File: src/rtl/vrc_pkg.sv
package vrc_pkg;
    typedef enum logic [1:0] {
        ST_IDLE   = 2'd0,
        ST_REC    = 2'd1,
        ST_PLAY_E = 2'd2,
        ST_PLAY_L = 2'd3
    } vrc_state_e;

    localparam int CTRL_N  = 3;
    localparam int IDX_REC = 0;
    localparam int IDX_PE  = 1;
    localparam int IDX_PL  = 2;
endpackage

File: src/rtl/vrc_tick_div.sv
module vrc_tick_div (
    input  logic clk,
    input  logic rst_n,
    output logic tick_o
);
    logic tick_d, tick_q;

    always_comb tick_d = ~tick_q;

    always_ff @(posedge clk or negedge rst_n) begin
        if (!rst_n) tick_q <= 1'b0;
        else        tick_q <= tick_d;
    end

    assign tick_o = tick_q;

    // sample ticks alternate with the input clock
    p_tick_alt_r11: assert property (@(posedge clk) disable iff (!rst_n)
        tick_o |=> !tick_o);
endmodule

File: src/rtl/vrc_in_sync.sv
module vrc_in_sync #(
    parameter int W = 3
) (
    input  logic         clk,
    input  logic         rst_n,
    input  logic [W-1:0] din_n,
    output logic [W-1:0] lvl_o,
    output logic [W-1:0] fall_o
);
    typedef struct packed {
        logic [W-1:0] s;
        logic [W-1:0] p;
    } sync_t;

    sync_t r_d, r_q;

    always_comb begin
        r_d.s = din_n;
        r_d.p = r_q.s;
    end

    always_ff @(posedge clk or negedge rst_n) begin
        if (!rst_n) r_q <= '{s: '1, p: '1};
        else        r_q <= r_d;
    end

    assign lvl_o  = r_q.s;
    assign fall_o = r_q.p & ~r_q.s;

    // a detected fall means the raw input was low one cycle earlier
    p_fall_sync_r2: assert property (@(posedge clk) disable iff (!rst_n)
        (|fall_o) |-> (($past(din_n) & fall_o) == '0));
endmodule

File: src/rtl/voice_ctrl_seq.sv
module voice_ctrl_seq
    import vrc_pkg::*;
#(
    parameter int BUS_W     = 8,
    parameter int DEB_TICKS = 25600,
    parameter int LED_TICKS = 1
) (
    input  logic             clk,
    input  logic             rst_n,
    input  logic             rec_n_i,
    input  logic             play_edge_n_i,
    input  logic             play_lvl_n_i,
    input  logic [BUS_W-1:0] bus_i,
    input  logic             cnt_full_i,
    input  logic             eom_hit_i,
    output logic             rec_on_o,
    output logic             play_on_o,
    output logic             start_o,
    output logic             stop_o,
    output logic             eom_wr_o,
    output logic             adv_o,
    output logic             pwr_dn_o,
    output logic             rec_led_n_o,
    output logic             mode_o,
    output logic [BUS_W-3:0] mode_bits_o,
    output logic [BUS_W-1:0] start_addr_o
);
    localparam int DEB_W = $clog2(DEB_TICKS + 1) < 1 ? 1 : $clog2(DEB_TICKS + 1);
    localparam int LED_W = $clog2(LED_TICKS + 1) < 1 ? 1 : $clog2(LED_TICKS + 1);
    localparam logic [DEB_W-1:0] DEB_LIM = DEB_W'(DEB_TICKS);
    localparam logic [LED_W-1:0] LED_LEN = LED_W'(LED_TICKS);

    typedef struct packed {
        vrc_state_e       state;
        logic [BUS_W-1:0] latch;
        logic [DEB_W-1:0] deb;
        logic [LED_W-1:0] led;
        logic             start;
        logic             stop;
        logic             eomw;
    } seq_t;

    logic              tick;
    logic [CTRL_N-1:0] lvl, fall;
    seq_t              r_d, r_q;

    vrc_tick_div u_tick (
        .clk   (clk),
        .rst_n (rst_n),
        .tick_o(tick)
    );

    vrc_in_sync #(.W(CTRL_N)) u_sync (
        .clk   (clk),
        .rst_n (rst_n),
        .din_n ({play_lvl_n_i, play_edge_n_i, rec_n_i}),
        .lvl_o (lvl),
        .fall_o(fall)
    );

    always_comb begin
        r_d       = r_q;
        r_d.start = 1'b0;
        r_d.stop  = 1'b0;
        r_d.eomw  = 1'b0;
        if (r_q.led != '0 && tick) r_d.led = r_q.led - 1'b1;

        unique case (r_q.state)
            ST_IDLE: begin
                if (fall[IDX_REC]) begin
                    r_d.state = ST_REC;
                    r_d.latch = bus_i;
                    r_d.start = 1'b1;
                    r_d.deb   = '0;
                end else if (fall[IDX_PE]) begin
                    r_d.state = ST_PLAY_E;
                    r_d.latch = bus_i;
                    r_d.start = 1'b1;
                end else if (fall[IDX_PL]) begin
                    r_d.state = ST_PLAY_L;
                    r_d.latch = bus_i;
                    r_d.start = 1'b1;
                end
            end
            ST_REC: begin
                if (cnt_full_i) begin
                    r_d.state = ST_IDLE;
                    r_d.stop  = 1'b1;
                    r_d.eomw  = 1'b1;
                end else if (lvl[IDX_REC]) begin
                    if (r_q.deb == DEB_LIM) begin
                        r_d.state = ST_IDLE;
                        r_d.stop  = 1'b1;
                        r_d.eomw  = 1'b1;
                    end else if (tick) begin
                        r_d.deb = r_q.deb + 1'b1;
                    end
                end else begin
                    r_d.deb = '0;
                end
            end
            default: begin
                if (fall[IDX_REC]) begin
                    r_d.state = ST_REC;
                    r_d.latch = bus_i;
                    r_d.start = 1'b1;
                    r_d.stop  = 1'b1;
                    r_d.deb   = '0;
                end else if (eom_hit_i) begin
                    r_d.state = ST_IDLE;
                    r_d.stop  = 1'b1;
                    r_d.led   = LED_LEN;
                end else if (cnt_full_i) begin
                    r_d.state = ST_IDLE;
                    r_d.stop  = 1'b1;
                end else if (r_q.state == ST_PLAY_L && lvl[IDX_PL]) begin
                    r_d.state = ST_IDLE;
                    r_d.stop  = 1'b1;
                end
            end
        endcase
    end

    always_ff @(posedge clk or negedge rst_n) begin
        if (!rst_n) begin
            r_q <= '{state: ST_IDLE, latch: '0, deb: '0, led: '0,
                     start: 1'b0, stop: 1'b0, eomw: 1'b0};
        end else begin
            r_q <= r_d;
        end
    end

    assign rec_on_o     = (r_q.state == ST_REC);
    assign play_on_o    = (r_q.state == ST_PLAY_E) || (r_q.state == ST_PLAY_L);
    assign pwr_dn_o     = (r_q.state == ST_IDLE);
    assign start_o      = r_q.start;
    assign stop_o       = r_q.stop;
    assign eom_wr_o     = r_q.eomw;
    assign adv_o        = (r_q.state != ST_IDLE) && tick;
    assign rec_led_n_o  = !rec_on_o && (r_q.led == '0);
    assign mode_o       = r_q.latch[BUS_W-1] & r_q.latch[BUS_W-2];
    assign mode_bits_o  = mode_o ? r_q.latch[BUS_W-3:0] : '0;
    assign start_addr_o = mode_o ? '0 : r_q.latch;

    // never both paths at once
    p_one_path_r6: assert property (@(posedge clk) disable iff (!rst_n)
        $onehot0({rec_on_o, play_on_o}));
    // record request aborts playback in one step
    p_preempt_r6: assert property (@(posedge clk) disable iff (!rst_n)
        (play_on_o && fall[IDX_REC]) |=> (rec_on_o && start_o && stop_o));
    // edge playback persists without a terminating event
    p_edge_hold_r5: assert property (@(posedge clk) disable iff (!rst_n)
        (r_q.state == ST_PLAY_E && !fall[IDX_REC] && !eom_hit_i && !cnt_full_i)
        |=> (r_q.state == ST_PLAY_E));
    // level playback stops when its input is back high
    p_level_stop_r4: assert property (@(posedge clk) disable iff (!rst_n)
        (r_q.state == ST_PLAY_L && lvl[IDX_PL] && !fall[IDX_REC]) |=> pwr_dn_o);
    // storage full while recording writes the marker and idles
    p_full_eom_r8: assert property (@(posedge clk) disable iff (!rst_n)
        (rec_on_o && cnt_full_i) |=> (eom_wr_o && pwr_dn_o));
    // release inside the debounce window keeps recording
    p_deb_hold_r7: assert property (@(posedge clk) disable iff (!rst_n)
        (rec_on_o && !cnt_full_i && r_q.deb != DEB_LIM) |=> rec_on_o);
    // standby holds until a new falling edge
    p_idle_quiet_r10: assert property (@(posedge clk) disable iff (!rst_n)
        (pwr_dn_o && !(|fall)) |=> (pwr_dn_o && !start_o));
endmodule

File: config.mk
export PLATFORM = sky130hd
export DESIGN_NAME = voice_ctrl_seq
export DESIGN_NICKNAME = d
export VERILOG_FILES = /design/src/rtl/vrc_pkg.sv /design/src/rtl/vrc_tick_div.sv /design/src/rtl/vrc_in_sync.sv /design/src/rtl/voice_ctrl_seq.sv
export SDC_FILE = /design/constraint.sdc
export NUM_CORES = 1
export LEC_CHECK = 0
export ABC_AREA = 1
export BUFFER_PORTS_ARGS = -buffer_cell sky130_fd_sc_hd__buf_4
export CAP_MARGIN = 20
export CORE_MARGIN = 3
export CORE_UTILIZATION = 50
export DETAILED_ROUTE_END_ITERATION = 7
export PLACE_DENSITY_LB_ADDON = 0.05
export SLEW_MARGIN = 30
export SYNTH_ARGS = -nofsm -noshare
export SYNTH_HDL_FRONTEND = slang
export SYNTH_HIERARCHICAL = 1
export SYNTH_SLANG_ARGS = --single-unit
File: constraint.sdc
create_clock -name clk -period 1.5 [get_ports clk]
set_input_delay 0.225 -clock clk [delete_from_list [all_inputs] [get_ports clk]]
set_output_delay 0.225 -clock clk [all_outputs]
set_load 0.02 [all_outputs]
==> impl_metrics.csv, run 1 <==
group,metric,value,unit
timing,worstMarginPinSlew,0.445,ns
pwr,p_per_area,1500,nW/µm²
critical_path,reg2reg_depth,5,
layout,final_util,76.9,%
pwr,p_leak,1.44,nW
floorplan,die_area,5020,µm²
worst_hold_path,min_path_cells,1,
critical_path,reg2reg_slack,-0.02,ns
timing,setup_viol_count_final,3,
worst_hold_path,min-delay-start,"rec_n_i",
outcome,status,"complete, but fails checks",
timing,finalHoldViolCount,0,
critical_path,crit_chain,"inv_2 -> nor2_4 -> buf_4 -> nand4_1 -> o21ai_1",
routing,drt_iter0_drc,168,
clock_network,clock_latency,0.28,ns
clock_network,cts_tree,"done",
layout,stdcell_count,401,
critical_path,crit_path_top_delay_cell,"dfstp_2",
layout,syn_to_final_growth,41.0,%
layout,antenna_cells,0,
global_route,track_usage,20.1,%
placed_design,place_hpwl,3520,µm
critical_path,worstPathMaxFanout,4,
layout,nets,369,
timing,finClkSkew,0.00714,ns
routing,routed_wl,5060,µm
synth,syn_inst,275,
worst_hold_path,hold_class,"in2reg",
floorplan,die_x,70.9,µm
critical_path,rr_endpoint,"r_q[18]",
critical_path,path_delay_family,"flip-flops",
placed_design,post-place-cells,379,
routing,firstDrtPassIters,6,
critical_path,cpPeakStageDelay,0.57,ns
critical_path,crit_path_start_kind,"flip-flop",
synth,yosysWarnings,6,
floorplan,die_y,70.9,µm
global_route,grt.overflow.total,0,
pwr,peakVddDrop,0.00121,V
routing,ant_nets,0,
job,maxCapViolations,0,
timing,period_share,101,%
routing,drc_errors,0,
global_route,grt_pass1_wl,8340,µm
critical_path,worst-path-buf-inv,2,
clock_network,cts_num_sinks,36,
clock_network,root_buffer,"clkbuf_8",
worst_hold_path,min_to,"u_sync/lvl_o[0]",
synth,synth_fp_nets,292,
synth,avgSynthCellArea,7.65,µm²
critical_path,endpoint_kind,"flip-flop",
placed_design,io_buffers,37,
global_route,grt_max_degree,37,
clock_network,clkTransAtPathRegs,0.07,ns
timing,fin_crit,1.52,ns
timing,slew_violations,0,
placed_design,gp_congestion,0.905,
timing,max_slew_margin,70.3,%
outcome,violations,"negative setup slack",
global_route,grt_antenna_before_repair,0,
floorplan,initial_core_util,54.6,%
floorplan,top_level_ports,38,
timing,worst_slack,-0.0156,ns
timing,fmax,660,MHz
clock_network,h-tree-depth,2,
routing,via_per_inst,5.02,
critical_path,critical_path_class,"reg2reg",
routing,vias,2014,
critical_path,worstPathRequired,1.69,ns
clock_network,clockBufferDepth,2,
layout,drive_gt1_share,41.9,%
clock_network,numCtsBuffers,5,
critical_path,cp.arrival,1.71,ns
global_route,grt_pass1_vias,1916,
layout,fill_cells,283,
timing,rsz0062_at_grt,"yes",
floorplan,coreArea,3850,µm²
routing,route.detailed.wl_per_inst,12.6,µm
floorplan,std_cell_rows,22,
critical_path,reg2reg_from,"u_sync/lvl_o[0]",
synth,syn-cell-area,2100,µm²
==> per-stage QoR <==
step / hold WS [ns] / power, mW / area (µm²) / setup TNS [ns] / setup WS [ns]
after floorplan: -0.0706 / 2.53 / 2110 / 0 / 0.00898
after global placement: 0.204 / 3.32 / 2610 / 0 / 0.0217
after detailed placement: 0.208 / 3.34 / 2610 / -0.0419 / -0.0160
after CTS: 0.0401 / 4.16 / 2760 / 0 / 0.00192
after global routing: 0.0344 / 4.76 / 2970 / -1.65 / -0.120
final: 0.0507 / 4.46 / 2970 / -0.0270 / -0.0156
==> cell usage in the layout (no fill, tap or decap), types with 7 or more instances in the layout <==
cell       n
buf_4     71
inv_2      8
dfrtp_1   29
nand4_1   15
nor2_1    40
inv_1     29
nand2_2   17
o21ai_2   12
nand3_1   17
nand2_1   53
clkbuf_8   7
==> routing by layer <==
layer,track usage [%],routed length [µm],part of all wire [%]
met1,26.8,2180,43
met2,33.6,2600,51
met3,5.11,230,4.5
met4,3.76,55,1.1
met5,0,0,0
==> worst max-delay path by stage <==
stage | startpoint | to | slack (ns) | cells after the start
floorplan | u_sync/lvl_o[0] | r_q[14] | 0.009 | 9
global placement | r_q[4] | r_q[13] | 0.02 | 10
detailed placement | u_sync/r_q[0] | r_q[18] | -0.02 | 8
CTS | r_q[4] | r_q[13] | 0.002 | 10
global route | r_q[4] | r_q[14] | -0.12 | 9
finish | u_sync/lvl_o[0] | r_q[18] | -0.02 | 5
==> flip-flops by register name (all words and copies together), names as in the netlist <==
| name | cells |
|---|---|
| u_sync/r_q | 3 |
| eom_wr_o | 1 |
| stop_o | 1 |
| start_o | 1 |
| u_sync/lvl_o | 3 |
| u_tick/tick_o | 1 |
| r_q | 26 |
==> power by group <==
part           switching (mW)  internal [mW]
clock                   0.325          0.419
sequential              0.116           1.17
combinational            1.36           1.08
total                    1.80           2.66
==> timing repair <==
item,4_1_cts,5_1_grt
pin swaps,1,16
cloned,0,1
gates resized for setup,7,44
setup endpoints to repair,19,26
endpoints found under the hold margin,30,0
buffers inserted,2,10
hold buffers,1,0
==> layout make-up <==
class / instances / area (µm²) / area share, %
clock buffers: 8 / 100 / 3.38
well taps: 48 / 60.1 / 2.03
flip-flops and latches: 36 / 910 / 30.7
multi-input cells: 193 / 1100 / 37.1
repair buffers: 78 / 651 / 21.9
inverters: 38 / 145 / 4.89
Note: power is estimated with default switching activity, not from simulation.
==> run 2, diff against run 1 <==
--- a/config.mk
+++ b/config.mk
@@ -8,6 +8,7 @@
 export ABC_AREA = 1
 export BUFFER_PORTS_ARGS = -buffer_cell sky130_fd_sc_hd__buf_4
 export CAP_MARGIN = 20
+export CORE_ASPECT_RATIO = 0.6
 export CORE_MARGIN = 3
 export CORE_UTILIZATION = 50
 export DETAILED_ROUTE_END_ITERATION = 7
==> impl_metrics.csv, run 2 (synthesized netlist as in run 1, its figures left out) <==
group,metric,value,unit
pwr,p_per_area,1520,nW/µm²
outcome,violations,"negative setup slack",
floorplan,die_x,89.7,µm
critical_path,worstPathRequired,1.69,ns
routing,route.detailed.wl_per_inst,13.3,µm
routing,via_per_inst,4.98,
global_route,track_usage,21.1,%
placed_design,place_hpwl,3750,µm
timing,fmax,663,MHz
layout,stdcell_count,395,
pwr,power.total,4.27,mW
timing,worst_slack,-0.00907,ns
timing,period_share,101,%
critical_path,worstPathMaxFanout,8,
timing,rsz0062_at_grt,"yes",
floorplan,die_y,56.2,µm
clock_network,cts_tree,"done",
clock_network,clockBufferDepth,2,
floorplan,coreArea,3850,µm²
critical_path,cp.arrival,1.70,ns
clock_network,root_buffer,"clkbuf_8",
clock_network,clock_latency,0.29,ns
routing,drt_iter0_drc,116,
routing,firstDrtPassIters,4,
clock_network,numCtsBuffers,5,
global_route,grt.overflow.total,0,
job,maxCapViolations,0,
outcome,status,"complete, but fails checks",
placed_design,postPlaceCellArea,2580,µm²
timing,fin_crit,1.51,ns
worst_hold_path,hold_class,"in2reg",
clock_network,cts_num_sinks,36,
global_route,grt_pass1_vias,1741,
timing,worstMarginPinSlew,0.457,ns
timing,max_slew_margin,69.5,%
layout,nets,354,
floorplan,initial_core_util,54.6,%
pwr,peakVddDrop,0.00114,V
placed_design,post-place-cells,381,
critical_path,reg2reg_from,"r_q[28]",
clock_network,h-tree-depth,2,
global_route,grt_pass1_wl,8340,µm
global_route,grt_max_degree,37,
layout,final_util,73.1,%
timing,slew_violations,0,
routing,ant_nets,0,
timing,setup_viol_count_final,9,
layout,layout_commonest_cell,"nand2_1",
layout,largest_reg_flops,26,
worst_hold_path,min-delay-start,"rec_n_i",
layout,top_register,"r_q",
critical_path,crit_path_start_kind,"flip-flop",
layout,layout_common_cells,"nand2_1 (63), buf_4 (56), nor2_1 (39), inv_1 (32), dfrtp_1 (28)",
routing,drc_errors,0,
routing,vias,1967,
timing,finClkSkew,0.00849,ns
pwr,p_leak,1.35,nW
floorplan,std_cell_rows,17,
layout,syn_to_final_growth,33.8,%
floorplan,die_area,5050,µm²
layout,fin_area,2820,µm²
critical_path,worstSetupStartpoint,"r_q[28]",
global_route,grt_antenna_before_repair,0,
placed_design,gp_congestion,0.870,
clock_network,clkTransAtPathRegs,0.07,ns
placed_design,io_buffers,37,
timing,finalHoldViolCount,0,
critical_path,endpoint_kind,"flip-flop",
floorplan,top_level_ports,38,
routing,routed_wl,5240,µm
critical_path,critical_path_class,"reg2reg",
layout,drive_gt1_share,35.5,%
layout,antenna_cells,0,
run 2: power breakdown:
part / total (mW) / internal (mW) / switching, mW
clock: 0.719 / 0.375 / 0.344
sequential: 1.29 / 1.17 / 0.124
combinational: 2.25 / 0.953 / 1.30
total: 4.27 / 2.50 / 1.77
run 2: area by class of cell:
type	instances	area, µm²
Fill cell	311	1030
Timing Repair Buffer	63	547
Inverter	38	143
Multi-Input combinational cell	193	1050
Clock buffer	8	90.1
Sequential cell	36	911
Tap cell	57	71.3
run 2: what timing repair did:
item                       in CTS  in global routing
buffers inserted                3                  1
hold buffers                    1                  0
hold endpoints to repair       30                  0
setup endpoints to repair      16                 28
gates cloned                    0                  1
gates resized for setup         5                 26
pin swaps                       0                 11
run 2: stage by stage:
step	worst slack (ns)	setup TNS (ns)	hold WS (ns)
after floorplan	0.00898	0	-0.0706
after detailed placement	-0.00134	-0.00200	0.214
after CTS	0.00333	0	0.0271
final	-0.00907	-0.0471	0.0314
after global placement	0.0530	0	0.207
after global routing	-0.0933	-1.44	0.0228
run 2: critical path, stage by stage (launching register included):
cell and delay, ns:
dfrtp_2 0.45, inv_2 0.14, nand2_4 0.09, nor2_4 0.19, nand3_2 0.14, nand3_4 0.16, clkbuf_16 0.18, o21ai_2 0.05
run 2: routing by layer:
layer	global-route usage (%)	routed length, µm	share of wire [%]
met1	33.3	2750	53
met2	27.4	2070	40
met3	5.27	347	6.6
met4	7.21	65	1.2
met5	0	0	0
run 2: worst paths after layout:
kind                                    to  slack (ns)  depth (start not counted)
min                        u_sync/lvl_o[0]        0.03                          1
max                                 r_q[4]      -0.009                          7
min in group asynchronous          r_q[18]        0.43                          2
max in group asynchronous    u_sync/r_q[2]        0.72                          2
min reg2reg                  u_sync/r_q[1]        0.38                          0
max reg2reg                         r_q[4]      -0.009                          7
==> run 3, diff against run 2 <==
--- a/config.mk
+++ b/config.mk
@@ -16,5 +16,4 @@
 export SLEW_MARGIN = 30
 export SYNTH_ARGS = -nofsm -noshare
 export SYNTH_HDL_FRONTEND = slang
-export SYNTH_HIERARCHICAL = 1
 export SYNTH_SLANG_ARGS = --single-unit
==> impl_metrics.csv, run 3 <==
group,metric,value,unit
timing,period_share,101,%
critical_path,worstPathRequired,1.72,ns
global_route,grt_antenna_before_repair,0,
critical_path,critical_path_class,"reg2reg",
worst_hold_path,hold_class,"in2reg",
job,maxCapViolations,0,
timing,fin_crit,1.52,ns
timing,finalHoldViolCount,0,
critical_path,cp.arrival,1.74,ns
timing,rsz0062_at_grt,"yes",
synth,ys_async_sr_fraction,100,%
pwr,peakVddDrop,0.00117,V
synth,yosysWarnings,0,
layout,multi_input_area,1120,µm²
placed_design,gp_congestion,0.849,
timing,slew_violations,0,
pwr,seqPwrFrac,29.1,%
timing,max_slew_margin,69.9,%
layout,largest_reg_flops,26,
global_route,track_usage,22.6,%
outcome,status,"complete, but fails checks",
timing,worstMarginPinSlew,0.450,ns
global_route,grt.overflow.total,0,
critical_path,crit_path_start_kind,"flip-flop",
routing,via_per_inst,5.35,
layout,antenna_cells,0,
synth,yosysUniqueCellTypes,31,
floorplan,initial_core_util,54.0,%
synth,synth_ff_type,"dfrtp_1",
routing,route.detailed.wl_per_inst,14.4,µm
pwr,pwr-share-clk,18.8,%
pwr,p_leak,1.37,nW
layout,layout_commonest_cell,"nand2_1",
pwr,p_per_area,1610,nW/µm²
clock_network,numCtsBuffers,5,
clock_network,clock_latency,0.29,ns
floorplan,top_level_ports,38,
layout,top_register,"r_q",
synth,yosysMostFrequentCell,"nand2_1",
critical_path,cpPeakStageDelay,0.45,ns
placed_design,io_buffers,37,
routing,drc_errors,0,
critical_path,endpoint_kind,"flip-flop",
clock_network,cts_tree,"done",
pwr,p_switching,1.92,mW
clock_network,clockBufferDepth,2,
layout,final_util,73.8,%
critical_path,crit_chain,"inv_2 -> ha_4 -> nand2_2 -> nor2_2 -> nand2_1 -> nand2_2 -> nand2_8 -> nand2_8 -> nand2_1 -> nand2_1",
global_route,grt_max_degree,37,
timing,tns,-0.0620,ns
synth,yosysSeqAreaShare,44.2,%
synth,ys_ff_latch,36,
critical_path,worst-path-buf-inv,1,
synth,synthTopCellsByArea,"dfrtp_1 (36%), nand2_1 (13%), dfstp_2 (7.7%)",
clock_network,clkTransAtPathRegs,0.07,ns
synth,syn_inst,267,
layout,syn_to_final_growth,36.6,%
critical_path,path_delay_family,"simple AND/OR/NAND/NOR gates",
placed_design,place_hpwl,3570,µm
timing,finClkSkew,0.0116,ns
routing,routed_wl,5480,µm
pwr,switching_share,42.4,%
timing,fmax,658,MHz
layout,drive_gt1_share,37.4,%
clock_network,h-tree-depth,2,
critical_path,worstPathMaxFanout,10,
synth,syn-cell-area,2060,µm²
timing,setup_viol_count_final,6,
synth,yosys.area.top_type,"dfrtp_1",
global_route,grt_pass1_vias,1778,
routing,vias,2038,
routing,drt_iter0_drc,180,
floorplan,coreArea,3810,µm²
outcome,violations,"negative setup slack",
floorplan,die_area,4940,µm²
clock_network,cts_num_sinks,36,
pwr,internal_power,2.60,mW
floorplan,std_cell_rows,17,
critical_path,crit_top_cell,"nand2_1",
synth,synth_fp_nets,284,
critical_path,crit_path_top_delay_cell,"dfrtp_2",
synth,avgSynthCellArea,7.70,µm²
synth,synth_common_cells,"nand2_1 (73), nor2_1 (40), dfrtp_1 (30), inv_1 (26)",
layout,final-seq-area,911,µm²
timing,worst_slack,-0.0207,ns
synth,synth-edff-count,0,
global_route,grt_pass1_wl,8680,µm
floorplan,die_x,88.8,µm
layout,nets,350,
floorplan,die_y,55.7,µm
synth,netlist.area_leader.share,36.5,%
clock_network,root_buffer,"clkbuf_8",
layout,fill_cells,296,
pwr,combPwrFrac,52.1,%
routing,firstDrtPassIters,5,
layout,layout_common_cells,"nand2_1 (66), buf_4 (57), nor2_1 (37), dfrtp_1 (28), inv_1 (23)",
routing,ant_nets,0,
==> run 3: path summary, 6_finish.rpt <==
kind | from | slack (ns) | cells past startpoint | end
setup / recovery | r_q[4] | -0.02 | 10 | r_q[17]
hold / removal | play_lvl_n_i | 0.03 | 1 | u_sync.lvl_o[2]
setup reg to reg | r_q[4] | -0.02 | 10 | r_q[17]
hold reg to reg | u_sync.lvl_o[1] | 0.37 | 0 | u_sync.r_q[1]
max in group asynchronous | rst_n | 0.72 | 2 | u_sync.lvl_o[0]
min in group asynchronous | rst_n | 0.42 | 2 | eom_wr_o
==> run 3: metrics by stage <==
step	hold WS, ns	power, mW	std cells	worst slack (ns)	cell area, µm²
2_1_floorplan	-0.0706	2.52	267	0.0614	2060
6_report	0.0336	4.52	381	-0.0207	2810
3_3_place_gp	0.206	3.21	366	0.0232	2500
4_1_cts	0.0263	4.18	376	0.000183	2650
5_1_grt	0.0245	4.79	381	-0.0976	2810
3_5_place_dp	0.216	3.22	366	-0.00789	2500
==> run 3: power by group through the flow <==
stage | sequential, mW | clock, mW | combinational, mW
detailed placement | 1.29 | 0 | 1.93
finish | 1.32 | 0.848 | 2.36
floorplan | 1.32 | 0 | 1.21
global placement | 1.29 | 0 | 1.92
global route | 1.34 | 0.917 | 2.53
CTS | 1.29 | 0.868 | 2.03
==> run 3: layout make-up <==
cell class / instances / share of cell area, %
inverter: 30 / 4.19
multi-input combinational: 197 / 39.9
sequential: 36 / 32.4
clock inverter: 2 / 1.25
timing repair buffer: 63 / 17.6
clock buffer: 6 / 2.58
tap: 47 / 2.09
==> run 3: cell families after synthesis <==
group                    Yosys count  synth area share, %
AO/OA/AOI/OAI                     31                 10.8
buffers and inverters             37                 8.39
AND/OR/NAND/NOR                  161                 35.5
adder cells (fa/ha/maj)            2                 1.22
flip-flops                        36                 44.2
==> run 3: timing repair <==
item | in CTS | in global routing
endpoints found under the setup margin | 20 | 33
resized for setup | 7 | 32
hold endpoints to repair | 30 | 0
pin swaps | 1 | 5
gates cloned | 1 | 2
hold buffers | 1 | 0
setup buffers | 0 | 4
==> run 3: routing by layer <==
layer | up-vias | global-route usage (%) | wire length [µm]
met5 | - | 0 | 0
met1 | 946 | 37.3 | 2750
met2 | 82 | 28.5 | 2200
li1 | 1001 | - | -
met3 | 9 | 5.33 | 461
met4 | 0 | 5.82 | 65
